[src/rtl/lx_pkg.sv]
package lx_pkg;
  typedef enum logic [1:0] {ST_IDLE, ST_SETUP, ST_STROBE, ST_HOLD} seq_state_e;

  function automatic int unsigned cnt_width(int unsigned a, int unsigned b, int unsigned c);
    int unsigned m;
    m = a;
    if (b > m) m = b;
    if (c > m) m = c;
    return (m < 2) ? 1 : $clog2(m);
  endfunction
endpackage

[src/rtl/lx_index_decode.sv]
module lx_index_decode #(
  parameter int N_LATCH = 2,
  parameter int DATA_W  = 8,
  parameter int IDX_W   = 5
) (
  input  logic [IDX_W-1:0]                    idx_i,
  output logic [N_LATCH-1:0][DATA_W-1:0]      hit_o
);
  // one comparator per expanded line: latch = idx / DATA_W, bit = idx % DATA_W
  for (genvar l = 0; l < N_LATCH; l++) begin : g_lat
    for (genvar b = 0; b < DATA_W; b++) begin : g_bit
      assign hit_o[l][b] = (idx_i == IDX_W'(l * DATA_W + b));
    end
  end
endmodule

[src/rtl/lx_shadow_bank.sv]
module lx_shadow_bank #(
  parameter int N_LATCH = 2,
  parameter int DATA_W  = 8
) (
  input  logic                                clk_i,
  input  logic                                rst_ni,
  input  logic                                commit_i,
  input  logic                                val_i,
  input  logic [N_LATCH-1:0][DATA_W-1:0]      hit_i,
  output logic [N_LATCH-1:0]                  sel_o,
  output logic [DATA_W-1:0]                   word_o,
  output logic                                in_range_o
);
  logic [N_LATCH-1:0][DATA_W-1:0] shadow_q;
  logic [N_LATCH-1:0][DATA_W-1:0] nxt;

  for (genvar l = 0; l < N_LATCH; l++) begin : g_lat
    assign sel_o[l] = |hit_i[l];
    assign nxt[l]   = val_i ? (shadow_q[l] | hit_i[l]) : (shadow_q[l] & ~hit_i[l]);

    always_ff @(posedge clk_i or negedge rst_ni) begin
      if (!rst_ni)                   shadow_q[l] <= '0;
      else if (commit_i && sel_o[l]) shadow_q[l] <= nxt[l];
    end


    other_latch_kept_chk: assert property (@(posedge clk_i) disable iff (!rst_ni)
      (commit_i && !sel_o[l]) |=> $stable(shadow_q[l]));
  end

  always_comb begin
    word_o = '0;
    for (int l = 0; l < N_LATCH; l++)
      if (sel_o[l]) word_o = word_o | nxt[l];
  end

  assign in_range_o = |sel_o;


  single_target_chk: assert property (@(posedge clk_i) disable iff (!rst_ni)
    $onehot0(sel_o));

  oor_shadow_kept_chk: assert property (@(posedge clk_i) disable iff (!rst_ni)
    (commit_i && !in_range_o) |=> $stable(shadow_q));
endmodule

[src/rtl/lx_strobe_seq.sv]
module lx_strobe_seq
  import lx_pkg::*;
#(
  parameter int N_LATCH   = 2,
  parameter int DATA_W    = 8,
  parameter int SETUP_CYC = 2,
  parameter int PULSE_CYC = 2,
  parameter int HOLD_CYC  = 1
) (
  input  logic               clk_i,
  input  logic               rst_ni,
  input  logic               start_i,
  input  logic [N_LATCH-1:0] sel_i,
  input  logic [DATA_W-1:0]  word_i,
  output logic [DATA_W-1:0]  data_o,
  output logic [N_LATCH-1:0] strobe_o,
  output logic               idle_o
);
  localparam int CNT_W = cnt_width(SETUP_CYC, PULSE_CYC, HOLD_CYC);

  seq_state_e         state_q;
  logic [CNT_W-1:0]   cnt_q;
  logic [DATA_W-1:0]  data_q;
  logic [N_LATCH-1:0] sel_q;
  logic [N_LATCH-1:0] strobe_q;
  logic               cnt_zero;

  assign cnt_zero = (cnt_q == '0);

  always_ff @(posedge clk_i or negedge rst_ni) begin
    if (!rst_ni) begin
      state_q  <= ST_IDLE;
      cnt_q    <= '0;
      data_q   <= '0;
      sel_q    <= '0;
      strobe_q <= '0;
    end else begin
      unique case (state_q)
        ST_IDLE: if (start_i) begin
          data_q  <= word_i;
          sel_q   <= sel_i;
          cnt_q   <= CNT_W'(SETUP_CYC - 1);
          state_q <= ST_SETUP;
        end
        ST_SETUP: if (cnt_zero) begin
          strobe_q <= sel_q;
          cnt_q    <= CNT_W'(PULSE_CYC - 1);
          state_q  <= ST_STROBE;
        end else cnt_q <= cnt_q - 1'b1;
        ST_STROBE: if (cnt_zero) begin
          strobe_q <= '0;
          cnt_q    <= CNT_W'(HOLD_CYC - 1);
          state_q  <= ST_HOLD;
        end else cnt_q <= cnt_q - 1'b1;
        ST_HOLD: if (cnt_zero) state_q <= ST_IDLE;
                 else cnt_q <= cnt_q - 1'b1;
        default: state_q <= ST_IDLE;
      endcase
    end
  end

  assign data_o   = data_q;
  assign strobe_o = strobe_q;
  assign idle_o   = (state_q == ST_IDLE);


  strobe_onehot_chk: assert property (@(posedge clk_i) disable iff (!rst_ni)
    $onehot0(strobe_q));

  data_frozen_chk: assert property (@(posedge clk_i) disable iff (!rst_ni)
    (state_q != ST_IDLE) |=> $stable(data_q));

  setup_low_chk: assert property (@(posedge clk_i) disable iff (!rst_ni)
    (idle_o && start_i) |=> (strobe_q == '0));

  hold_after_fall_chk: assert property (@(posedge clk_i) disable iff (!rst_ni)
    $fell(|strobe_q) |-> (state_q == ST_HOLD));
endmodule

[src/rtl/latch_expander.sv]
module latch_expander #(
  parameter  int N_LATCH   = 2,
  parameter  int DATA_W    = 8,
  parameter  int SETUP_CYC = 2,
  parameter  int PULSE_CYC = 2,
  parameter  int HOLD_CYC  = 1,
  localparam int TOTAL     = N_LATCH * DATA_W,
  localparam int IDX_W     = $clog2(TOTAL) + 1
) (
  input  logic               clk_i,
  input  logic               rst_ni,
  input  logic               req_valid_i,
  output logic               req_ready_o,
  input  logic [IDX_W-1:0]   req_idx_i,
  input  logic               req_val_i,
  output logic [DATA_W-1:0]  data_o,
  output logic [N_LATCH-1:0] strobe_o,
  output logic [TOTAL-1:0]   line_is_out_o
);
  logic [N_LATCH-1:0][DATA_W-1:0] hit;
  logic [N_LATCH-1:0]             sel;
  logic [DATA_W-1:0]              word;
  logic                           in_range;
  logic                           accept;
  logic                           idle;

  assign accept        = req_valid_i && req_ready_o;
  assign req_ready_o   = idle;
  assign line_is_out_o = '1;

  lx_index_decode #(.N_LATCH(N_LATCH), .DATA_W(DATA_W), .IDX_W(IDX_W)) u_dec (
    .idx_i (req_idx_i),
    .hit_o (hit)
  );

  lx_shadow_bank #(.N_LATCH(N_LATCH), .DATA_W(DATA_W)) u_bank (
    .clk_i      (clk_i),
    .rst_ni     (rst_ni),
    .commit_i   (accept),
    .val_i      (req_val_i),
    .hit_i      (hit),
    .sel_o      (sel),
    .word_o     (word),
    .in_range_o (in_range)
  );

  lx_strobe_seq #(
    .N_LATCH(N_LATCH), .DATA_W(DATA_W),
    .SETUP_CYC(SETUP_CYC), .PULSE_CYC(PULSE_CYC), .HOLD_CYC(HOLD_CYC)
  ) u_seq (
    .clk_i    (clk_i),
    .rst_ni   (rst_ni),
    .start_i  (accept && in_range),
    .sel_i    (sel),
    .word_i   (word),
    .data_o   (data_o),
    .strobe_o (strobe_o),
    .idle_o   (idle)
  );


  busy_after_accept_chk: assert property (@(posedge clk_i) disable iff (!rst_ni)
    (accept && in_range) |=> !req_ready_o);

  oor_pins_kept_chk: assert property (@(posedge clk_i) disable iff (!rst_ni)
    (accept && !in_range) |=> (req_ready_o && strobe_o == '0 && $stable(data_o)));
endmodule

[config.mk]
export PLATFORM = sky130hd
export DESIGN_NAME = latch_expander
export DESIGN_NICKNAME = d
export VERILOG_FILES = /design/src/rtl/lx_pkg.sv /design/src/rtl/lx_index_decode.sv /design/src/rtl/lx_shadow_bank.sv /design/src/rtl/lx_strobe_seq.sv /design/src/rtl/latch_expander.sv
export SDC_FILE = /design/constraint.sdc
export NUM_CORES = 1
export LEC_CHECK = 0
export CAP_MARGIN = 20
export CORE_UTILIZATION = 45
export CTS_CLUSTER_SIZE = 24
export DETAILED_ROUTE_END_ITERATION = 8
export GPL_ROUTABILITY_DRIVEN = 1
export HOLD_SLACK_MARGIN = 0.03
export PLACE_DENSITY = 0.69
export REMOVE_ABC_BUFFERS = 1
export SLEW_MARGIN = 20
export SYNTH_ARGS = -nofsm -noshare
export SYNTH_HDL_FRONTEND = slang
export SYNTH_SLANG_ARGS = --single-unit
[constraint.sdc]
create_clock -name clk_i -period 3.7 [get_ports clk_i]
set_clock_uncertainty 0.05 [all_clocks]
set_input_delay 0.555 -clock clk_i [delete_from_list [all_inputs] [get_ports clk_i]]
set_output_delay 0.555 -clock clk_i [all_outputs]
set_load 0.02 [all_outputs]
==> flow_metrics.env, run 1 <==
export IMPL_port_buffers=19
export IMPL_synth_cell_types=42
export IMPL_start_util=0.468
export IMPL_routedWlPerCell_um=13.6
export IMPL_grt_pass1_wl_mm=5.51
export IMPL_die_width_um=66.3
export IMPL_r2r_cells=5
export IMPL_max_stage_delay_ns=0.69
export IMPL_cp_required_ns=3.09
export IMPL_crit_start="u_seq.state_q[0]"
export IMPL_synth_area_per_cell_um2=11.1
export IMPL_path_max_fanout=10
export IMPL_drive_gt1_frac=0.126
export IMPL_diodes=0
export IMPL_synth_area_um2=1860
export IMPL_reg2reg_to="u_bank.shadow_q[11]"
export IMPL_cp_end_kind="output port"
export IMPL_cts_num_sinks=31
export IMPL_globalplace_congestion=0.817
export IMPL_maxSlewViolCount=0
export IMPL_crit_chain="inv_1, ha_1, clkdlybuf4s50_1"
export IMPL_drt_wl_total_mm=3.16
export IMPL_fin_crit_sh=0.676
export IMPL_status="finished, final reports clean"
export IMPL_grt_pass1_vias=1197
export IMPL_synth_edf_count=0
export IMPL_cp_start_kind="flip-flop"
export IMPL_synth_seq_area_share=0.417
export IMPL_drtAntennaViolNets=0
export IMPL_drv_cap=0
export IMPL_swShare=0.336
export IMPL_crit_type="flip-flop to output port"
export IMPL_coreArea_um2=3970
export IMPL_netlist_instances=168
export IMPL_reg2reg_from="u_seq.state_q[0]"
export IMPL_pwr_share_comb=0.373
export IMPL_dr_pass1_iters=4
export IMPL_grt_max_degree=32
export IMPL_cts_setup_buffers=0
export IMPL_pre_cts_slack_ns=1.03
export IMPL_drc=0
export IMPL_async_flop_share=1.00
export IMPL_irDropWorstVdd_v=0.000292
export IMPL_path_clk_slew_ns=0.06
export IMPL_ys_warn_count=0
export IMPL_layout_setup_ws_ns=1.20
export IMPL_grt_total_usage=0.169
export IMPL_finalHoldViolations=0
export IMPL_postSynthRegisterBits=31
export IMPL_nNetsFinal=195
export IMPL_fp_dieH_um=66.3
export IMPL_finalCriticalPeriod_ns=2.50
export IMPL_synthFlopType="dfrtp_1"
export IMPL_syn2layout_area_growth_pct=11.6
export IMPL_grt_overflow=0
export IMPL_pwr_share_seq=0.402
export IMPL_io_pins=36
export IMPL_place_hpwl_mm=2.22
export IMPL_fmax_mhz=400
export IMPL_antenna_found_initial=0
export IMPL_cts_path_max_buffers=2
export IMPL_p_sw_w=0.000425
export IMPL_rrSetupSlack_ns=1.58
export IMPL_cts_buffers_inserted=5
export IMPL_rsz0062_at_grt="no"
export IMPL_hold_buffers=0
export IMPL_vias=1213
export IMPL_cts_tree="yes"
export IMPL_clk_insertion_delay_late_ns=0.28
export IMPL_critPathArrivalTime_ns=1.89
export IMPL_min_path_type="flip-flop to flip-flop"
export IMPL_vias_per_cell=5.21
export IMPL_drtIter0Drc=65
export IMPL_ctsRootBufferMaster="clkbuf_8"
export IMPL_cts_resized=0
export IMPL_cts_max_level=2
export IMPL_die_area_um2=4400
export IMPL_tightest_slew_ns=0.747
export IMPL_endpoint="req_ready_o"
export IMPL_p_clk_frac=0.225
export IMPL_setup_viol=0
export IMPL_p_leak_nw=0.957
export IMPL_maxSlewHeadroom=0.500
export IMPL_num_rows=23
export IMPL_whs_ns=0.429
export IMPL_cpMaxStageDelayCell="clkdlybuf4s50_1"
export IMPL_internal_power_w=0.000839
export IMPL_setup_tns_final_ns=0
export IMPL_power_density_nw_per_um2=609
export IMPL_whs_path_depth=2
## through the flow
stage	utilization	total power, W	cell area [um2]	instances
6_report	0.523	0.00126	2080	233
5_1_grt	0.523	0.00135	2080	233
4_1_cts	0.523	0.00128	2080	233
3_5_place_dp	0.498	0.000993	1980	225
3_3_place_gp	0.498	0.000970	1980	225
2_1_floorplan	-	0.000804	1720	155
## per-layer routing
metal / part of all wire / wire length, um / GRT usage
met4: 0.015 / 46 / 0.0718
met3: 0.036 / 115 / 0.0431
met1: 0.47 / 1480 / 0.217
met2: 0.48 / 1520 / 0.267
met5: 0 / 0 / 0
## power groups by stage
stage / Clock, W / Sequential, W / Combinational, W
finish: 0.000284 / 0.000508 / 0.000471
global route: 0.000305 / 0.000526 / 0.000522
CTS: 0.000294 / 0.000509 / 0.000479
detailed placement: 0 / 0.000514 / 0.000478
global placement: 0 / 0.000509 / 0.000460
floorplan: 0 / 0.000553 / 0.000250
## worst max-delay path, delay by kind of cell (launching register included)
| kind | cells | cell delay [ns] |
|---|---|---|
| buf+inv | 2 | 0.79 |
| fa+ha+maj | 1 | 0.42 |
| flops | 1 | 0.41 |
## area by class of cell
cell class	instances	area, um2
multi-input cells	119	922
flip-flops and latches	31	776
repair buffers	20	198
well taps	50	62.6
inverters	5	18.8
clock buffers	8	100
fillers	344	1890
## logic make-up after synthesis
kind of cell    Yosys count  share of synthesized area
simple gates             50                      0.190
compound gates           22                     0.0868
fa+ha+maj                 4                     0.0269
flops                    31                      0.417
buf+inv                  33                      0.118
other cells               1                    0.00202
mux                      27                      0.160
## registers in the layout (all words and copies together), names as in the netlist
signal           flops
u_bank.shadow_q     16
u_seq.data_o         8
u_seq.sel_q          2
u_seq.strobe_o       2
u_seq.state_q        2
u_seq.cnt_q          1
## cells in the mapped netlist, types with 3 or more instances
cell / number / area [um2]
inv_1: 5 / 18.8
nand2_1: 24 / 90.1
nor3_2: 3 / 30.0
mux2i_1: 5 / 50.1
o21ai_1: 3 / 15.0
o21ai_0: 5 / 25.0
mux2_1: 17 / 191
buf_4: 20 / 150
nor2b_1: 4 / 25.0
buf_2: 4 / 20.0
ha_1: 4 / 50.1
mux2_2: 5 / 56.3
dfrtp_1: 31 / 776
and4bb_1: 3 / 37.5
## cells in the final DEF, fill, tap and decap left out, drive strengths merged, types with 2 or more instances in the layout
master	count
a21o	2
a21oi	3
and4bb	3
clkbuf	8
clkdlybuf4s50	19
conb	16
dfrtp	31
ha	4
inv	5
mux2	22
mux2i	5
nand2	24
nor2b	4
nor3	5
nor3b	3
nor4b	3
o21ai	8
o311ai	2
## worst min path at each step
stage	from	endpoint	slack (ns)
6_report	u_seq.data_o[7]	u_seq.data_o[7]	0.43
5_1_grt	u_bank.shadow_q[7]	u_bank.shadow_q[7]	0.46
4_1_cts	u_seq.data_o[7]	u_seq.data_o[7]	0.43
3_5_place_dp	u_seq.data_o[7]	u_seq.data_o[7]	0.42
3_3_place_gp	u_seq.data_o[7]	u_seq.data_o[7]	0.42
2_1_floorplan	rst_ni	u_bank.shadow_q[0]	0.21
Note: power is estimated with default switching activity, not from simulation.
==> run 2, diff against run 1 <==
Clock period 3.7 ns to 2.6 ns, I/O delays scaled along.
==> run 2 against run 1 <==
Against the previous run:
- sequential share of layout area shrank 0.20 points
- design area is 0.54% higher
- worst setup slack worse by 0.94 ns
- via count grew 0.16%
- combinational power is 44% higher
- highest routed layer unchanged
- critical path depth unchanged
- clock-buffer cell count down 1
- cell count is 1.7% higher
==> flow_metrics.env, run 2 (synthesis gave the netlist of run 1 again) <==
export IMPL_status="finished, final reports clean"
export IMPL_drtIter0Drc=32
export IMPL_min_from="u_seq.data_o[7]"
export IMPL_post_route_util=0.526
export IMPL_critical_path_buf_inv_count=2
export IMPL_grt_pass1_wl_mm=5.89
export IMPL_m1WireLength_mm=1.53
export IMPL_nNetsFinal=199
export IMPL_drv_cap=0
export IMPL_cp_required_ns=2.16
export IMPL_vias_per_cell=5.13
export IMPL_cts_max_level=2
export IMPL_place_hpwl_mm=2.41
export IMPL_layout_commonest_cell="dfrtp_1"
export IMPL_cpMaxStageDelayCell="clkdlybuf4s50_1"
export IMPL_die_area_um2=4400
export IMPL_fmax_mhz=428
export IMPL_min_path_type="flip-flop to flip-flop"
export IMPL_syn2layout_area_growth_pct=12.2
export IMPL_crit_type="flip-flop to output port"
export IMPL_irDropWorstVdd_v=0.000361
export IMPL_cp_end_kind="output port"
export IMPL_top_layer="met4"
export IMPL_cp_start_kind="flip-flop"
export IMPL_die_width_um=66.3
export IMPL_num_rows=23
export IMPL_layout_setup_ws_ns=0.263
export IMPL_reg2reg_to="u_bank.shadow_q[3]"
export IMPL_wl_met2_mm=1.69
export IMPL_cts_tree="yes"
export IMPL_dr_pass1_iters=4
export IMPL_crit_chain="inv_1, ha_1, clkdlybuf4s50_1"
export IMPL_p_leak_nw=0.968
export IMPL_setup_tns_final_ns=0
export IMPL_finalCriticalPeriod_ns=2.34
export IMPL_pre_cts_slack_ns=0.308
export IMPL_vias=1215
export IMPL_hold_end="u_seq.data_o[7]"
export IMPL_rrSetupSlack_ns=0.49
export IMPL_rsz0062_at_grt="no"
export IMPL_final_area_um2=2090
export IMPL_critical_path_top_delay_family="buffers and inverters"
export IMPL_critPathArrivalTime_ns=1.90
export IMPL_grt_overflow=0
export IMPL_dr_wl_met3_um=113
export IMPL_r2r_cells=5
export IMPL_maxSlewHeadroom=0.595
export IMPL_finalHoldViolations=0
export IMPL_coreArea_um2=3970
export IMPL_cts_setup_buffers=0
export IMPL_fp_dieH_um=66.3
export IMPL_cts_buffers_inserted=5
export IMPL_io_pins=36
export IMPL_postPlaceCellArea_um2=2010
export IMPL_ctsRootBufferMaster="clkbuf_8"
export IMPL_path_clk_slew_ns=0.06
export IMPL_hold_buffers=0
export IMPL_routedWlPerCell_um=14.3
export IMPL_path_max_fanout=10
export IMPL_max_stage_delay_ns=0.69
export IMPL_globalplace_congestion=0.791
export IMPL_port_buffers=19
export IMPL_whs_path_depth=2
export IMPL_start_util=0.468
export IMPL_drt_wl_total_mm=3.38
export IMPL_drc=0
export IMPL_reg2reg_from="u_seq.state_q[0]"
export IMPL_antenna_found_initial=0
export IMPL_grt_pass1_vias=1238
export IMPL_tightest_slew_ns=0.606
export IMPL_drtAntennaViolNets=0
export IMPL_grt_max_degree=32
export IMPL_mostFrequentLayoutCells="31 x dfrtp_1, 24 x nand2_1, 19 x clkdlybuf4s50_1, 17 x mux2_1, 16 x conb_1"
export IMPL_grt_total_usage=0.181
export IMPL_clk_insertion_delay_late_ns=0.28
export IMPL_fin_crit_sh=0.899
export IMPL_maxSlewViolCount=0
export IMPL_top_register="u_bank.shadow_q"
export IMPL_largest_register_ffs=16
export IMPL_power_density_nw_per_um2=845
export IMPL_n_fill_cell=367
export IMPL_cts_num_sinks=31
export IMPL_diodes=0
export IMPL_cts_path_max_buffers=2
export IMPL_cts_resized=0
export IMPL_setup_viol=0
export IMPL_drive_gt1_frac=0.139
[run 2: cell count changes in the layout (fill, tap and decap cells not counted)]
| cell | change |
|---|---|
| clkbuf_8 | -2 |
| buf_4 | +4 |
| clkbuf_1 | +1 |
| clkinv_2 | +1 |
[run 2: per-layer routing]
layer	vias to the layer above	GRT usage
met5	-	0
met4	0	0.0691
met3	7	0.0483
met2	27	0.298
met1	592	0.225
li1	589	-
[run 2: cell type report]
cell class / instances / area, um2 / share of cell area
Sequential cell: 31 / 776 / 0.371
Tap cell: 50 / 62.6 / 0.0300
Clock buffer: 7 / 76.3 / 0.0365
Multi-Input combinational cell: 119 / 922 / 0.442
Inverter: 5 / 18.8 / 0.00899
Clock inverter: 1 / 5.00 / 0.00240
Timing Repair Buffer: 24 / 228 / 0.109
[run 2: worst max path at each step]
stage                                 from                  end  cells after the start
final                     u_seq.state_q[0]          req_ready_o                      3
after global routing      u_seq.state_q[1]          req_ready_o                      3
after CTS                 u_seq.state_q[0]          req_ready_o                      3
after detailed placement      req_idx_i[2]  u_bank.shadow_q[15]                      4
after global placement        req_idx_i[2]  u_bank.shadow_q[15]                      4
after floorplan           u_seq.state_q[0]  u_bank.shadow_q[11]                      5
[run 2: report_power, final]
| part | leakage (nW) | switching (W) | internal, W | total (W) |
|---|---|---|---|---|
| sequential | 0.412 | 0.0000983 | 0.000633 | 0.000732 |
| combinational | 0.513 | 0.000356 | 0.000324 | 0.000680 |
| clock | 0.0422 | 0.000165 | 0.000187 | 0.000352 |
[run 2: worst reg2reg max path, cell delays in order (launching register included)]
cell and delay, ns:
dfrtp_1 0.41, inv_1 0.10, ha_1 0.43, nand3b_4 0.32, nor4_1 0.34, mux2_1 0.35
[run 2: stage by stage]
| stage | power [W] | hold WS (ns) | instances |
|---|---|---|---|
| 6_report | 0.00176 | 0.431 | 237 |
| 5_1_grt | 0.00190 | 0.459 | 237 |
| 4_1_cts | 0.00179 | 0.438 | 237 |
| 3_5_place_dp | 0.00142 | 0.423 | 229 |
| 3_3_place_gp | 0.00139 | 0.414 | 229 |
| 2_1_floorplan | 0.00114 | 0.0444 | 155 |
==> run 3, diff against run 2 <==
Settings changed: CAP_MARGIN 20 to 0, PLACE_DENSITY 0.69 to 0.71.
==> run 3 against run 2 <==
Against the previous run:
- clock power up 22%
- design area up 0.72%
- sequential power down 0.8%
- sequential share of layout area down 0.27 points
- largest cell class unchanged
- highest routed layer unchanged
- critical endpoint unchanged
==> flow_metrics.env, run 3 (synthesis gave the netlist of run 1 again) <==
export IMPL_clk_insertion_delay_late_ns=0.29
export IMPL_cts_max_level=2
export IMPL_fp_dieH_um=66.3
export IMPL_largest_register_ffs=16
export IMPL_drc=0
export IMPL_p_leak_nw=0.970
export IMPL_dr_pass1_iters=4
export IMPL_path_max_fanout=10
export IMPL_power_density_nw_per_um2=875
export IMPL_cts_tree="yes"
export IMPL_maxSlewHeadroom=0.573
export IMPL_vias_per_cell=5.24
export IMPL_irDropWorstVdd_v=0.000431
export IMPL_drive_gt1_frac=0.145
export IMPL_tightest_slew_ns=0.639
export IMPL_ctsRootBufferMaster="clkbuf_8"
export IMPL_vias=1237
export IMPL_drv_cap=0
export IMPL_globalplace_congestion=0.785
export IMPL_fmax_mhz=425
export IMPL_setup_tns_final_ns=0
export IMPL_port_buffers=19
export IMPL_cts_setup_buffers=0
export IMPL_layout_setup_ws_ns=0.250
export IMPL_diodes=0
export IMPL_cts_num_sinks=31
export IMPL_cp_end_kind="output port"
export IMPL_antenna_found_initial=0
export IMPL_nNetsFinal=198
export IMPL_drtIter0Drc=37
export IMPL_coreArea_um2=3970
export IMPL_drt_wl_total_mm=3.48
export IMPL_cp_start_kind="flip-flop"
export IMPL_min_path_type="flip-flop to flip-flop"
export IMPL_fin_crit_sh=0.904
export IMPL_critical_path_top_delay_family="buffers and inverters"
export IMPL_die_width_um=66.3
export IMPL_cp_required_ns=2.16
export IMPL_grt_total_usage=0.186
export IMPL_cts_path_max_buffers=2
export IMPL_grt_overflow=0
export IMPL_cpMaxStageDelayCell="clkdlybuf4s50_1"
export IMPL_die_area_um2=4400
export IMPL_critical_path_buf_inv_count=2
export IMPL_layout_commonest_cell="dfrtp_1"
export IMPL_finalHoldViolations=0
export IMPL_place_hpwl_mm=2.45
export IMPL_syn2layout_area_growth_pct=13.0
export IMPL_num_rows=23
export IMPL_status="finished, final reports clean"
export IMPL_max_stage_delay_ns=0.69
export IMPL_start_util=0.468
export IMPL_finalCriticalPeriod_ns=2.35
export IMPL_drtAntennaViolNets=0
export IMPL_routedWlPerCell_um=14.7
export IMPL_mostFrequentLayoutCells="31 x dfrtp_1, 24 x nand2_1, 19 x clkdlybuf4s50_1, 17 x mux2_1, 16 x conb_1"
export IMPL_cts_resized=0
export IMPL_path_clk_slew_ns=0.06
export IMPL_crit_chain="inv_1, ha_1, clkdlybuf4s50_1"
export IMPL_critPathArrivalTime_ns=1.91
export IMPL_crit_type="flip-flop to output port"
export IMPL_cts_buffers_inserted=5
export IMPL_top_register="u_bank.shadow_q"
export IMPL_grt_pass1_wl_mm=5.95
export IMPL_setup_viol=0
export IMPL_pre_cts_slack_ns=0.269
export IMPL_rsz0062_at_grt="no"
export IMPL_maxSlewViolCount=0
export IMPL_n_fill_cell=349
export IMPL_grt_max_degree=32
export IMPL_hold_buffers=0
export IMPL_grt_pass1_vias=1275
export IMPL_io_pins=36
==> run 3: cell types whose count changed in the layout (fill, tap and decap cells not counted), sizes merged <==
cell,previous run,this run
buf,5,4
clkinv,1,0
clkinvlp,0,1
==> run 3: metrics by stage <==
stage	cell area [um2]	utilization	std cells	total power, W	hold WS, ns
detailed placement	2000	0.503	228	0.00143	0.418
finish	2100	0.530	236	0.00184	0.432
floorplan	1720	-	155	0.00114	0.0444
global placement	2000	0.503	228	0.00138	0.413
global route	2100	0.530	236	0.00196	0.451
CTS	2100	0.530	236	0.00185	0.433
==> run 3: layout make-up <==
| class | count | area [um2] | share of cell area |
|---|---|---|---|
| Clock inverter | 1 | 7.51 | 0.00357 |
| Tap cell | 50 | 62.6 | 0.0297 |
| Multi-Input combinational cell | 119 | 922 | 0.438 |
| Clock buffer | 7 | 96.3 | 0.0458 |
| Timing Repair Buffer | 23 | 220 | 0.105 |
| Inverter | 5 | 18.8 | 0.00892 |
| Sequential cell | 31 | 776 | 0.369 |
==> run 3: metal layers <==
metal / global-route usage / routed length, um
met5: 0 / 0
met4: 0.0798 / 42
met3: 0.0690 / 122
met2: 0.297 / 1740
met1: 0.224 / 1580
==> run 3: path summary, 6_finish.rpt <==
path / cells after the start / start / end / slack (ns)
min in group asynchronous: 2 / rst_ni / u_bank.shadow_q[14] / 0.45
worst min register to register: 2 / u_seq.data_o[7] / u_seq.data_o[7] / 0.43
max in group asynchronous: 2 / rst_ni / u_seq.data_o[2] / 1.77
worst min-delay path: 2 / u_seq.data_o[7] / u_seq.data_o[7] / 0.43
worst max register to register: 5 / u_seq.state_q[0] / u_bank.shadow_q[11] / 0.37
worst max-delay path: 3 / u_seq.state_q[0] / req_ready_o / 0.25
==> run 3: worst min-delay path: cells and delay by family, from the launching register on <==
family | cells | cell delay [ns]
AOI/OAI and AO/OA | 1 | 0.06
DFF | 1 | 0.34
and+or+nand+nor | 1 | 0.04
==> run 3: report_power, final <==
group / leakage (nW) / internal (W) / switching, W
combinational: 0.508 / 0.000323 / 0.000362
clock: 0.0505 / 0.000241 / 0.000190
sequential: 0.412 / 0.000633 / 0.0000933
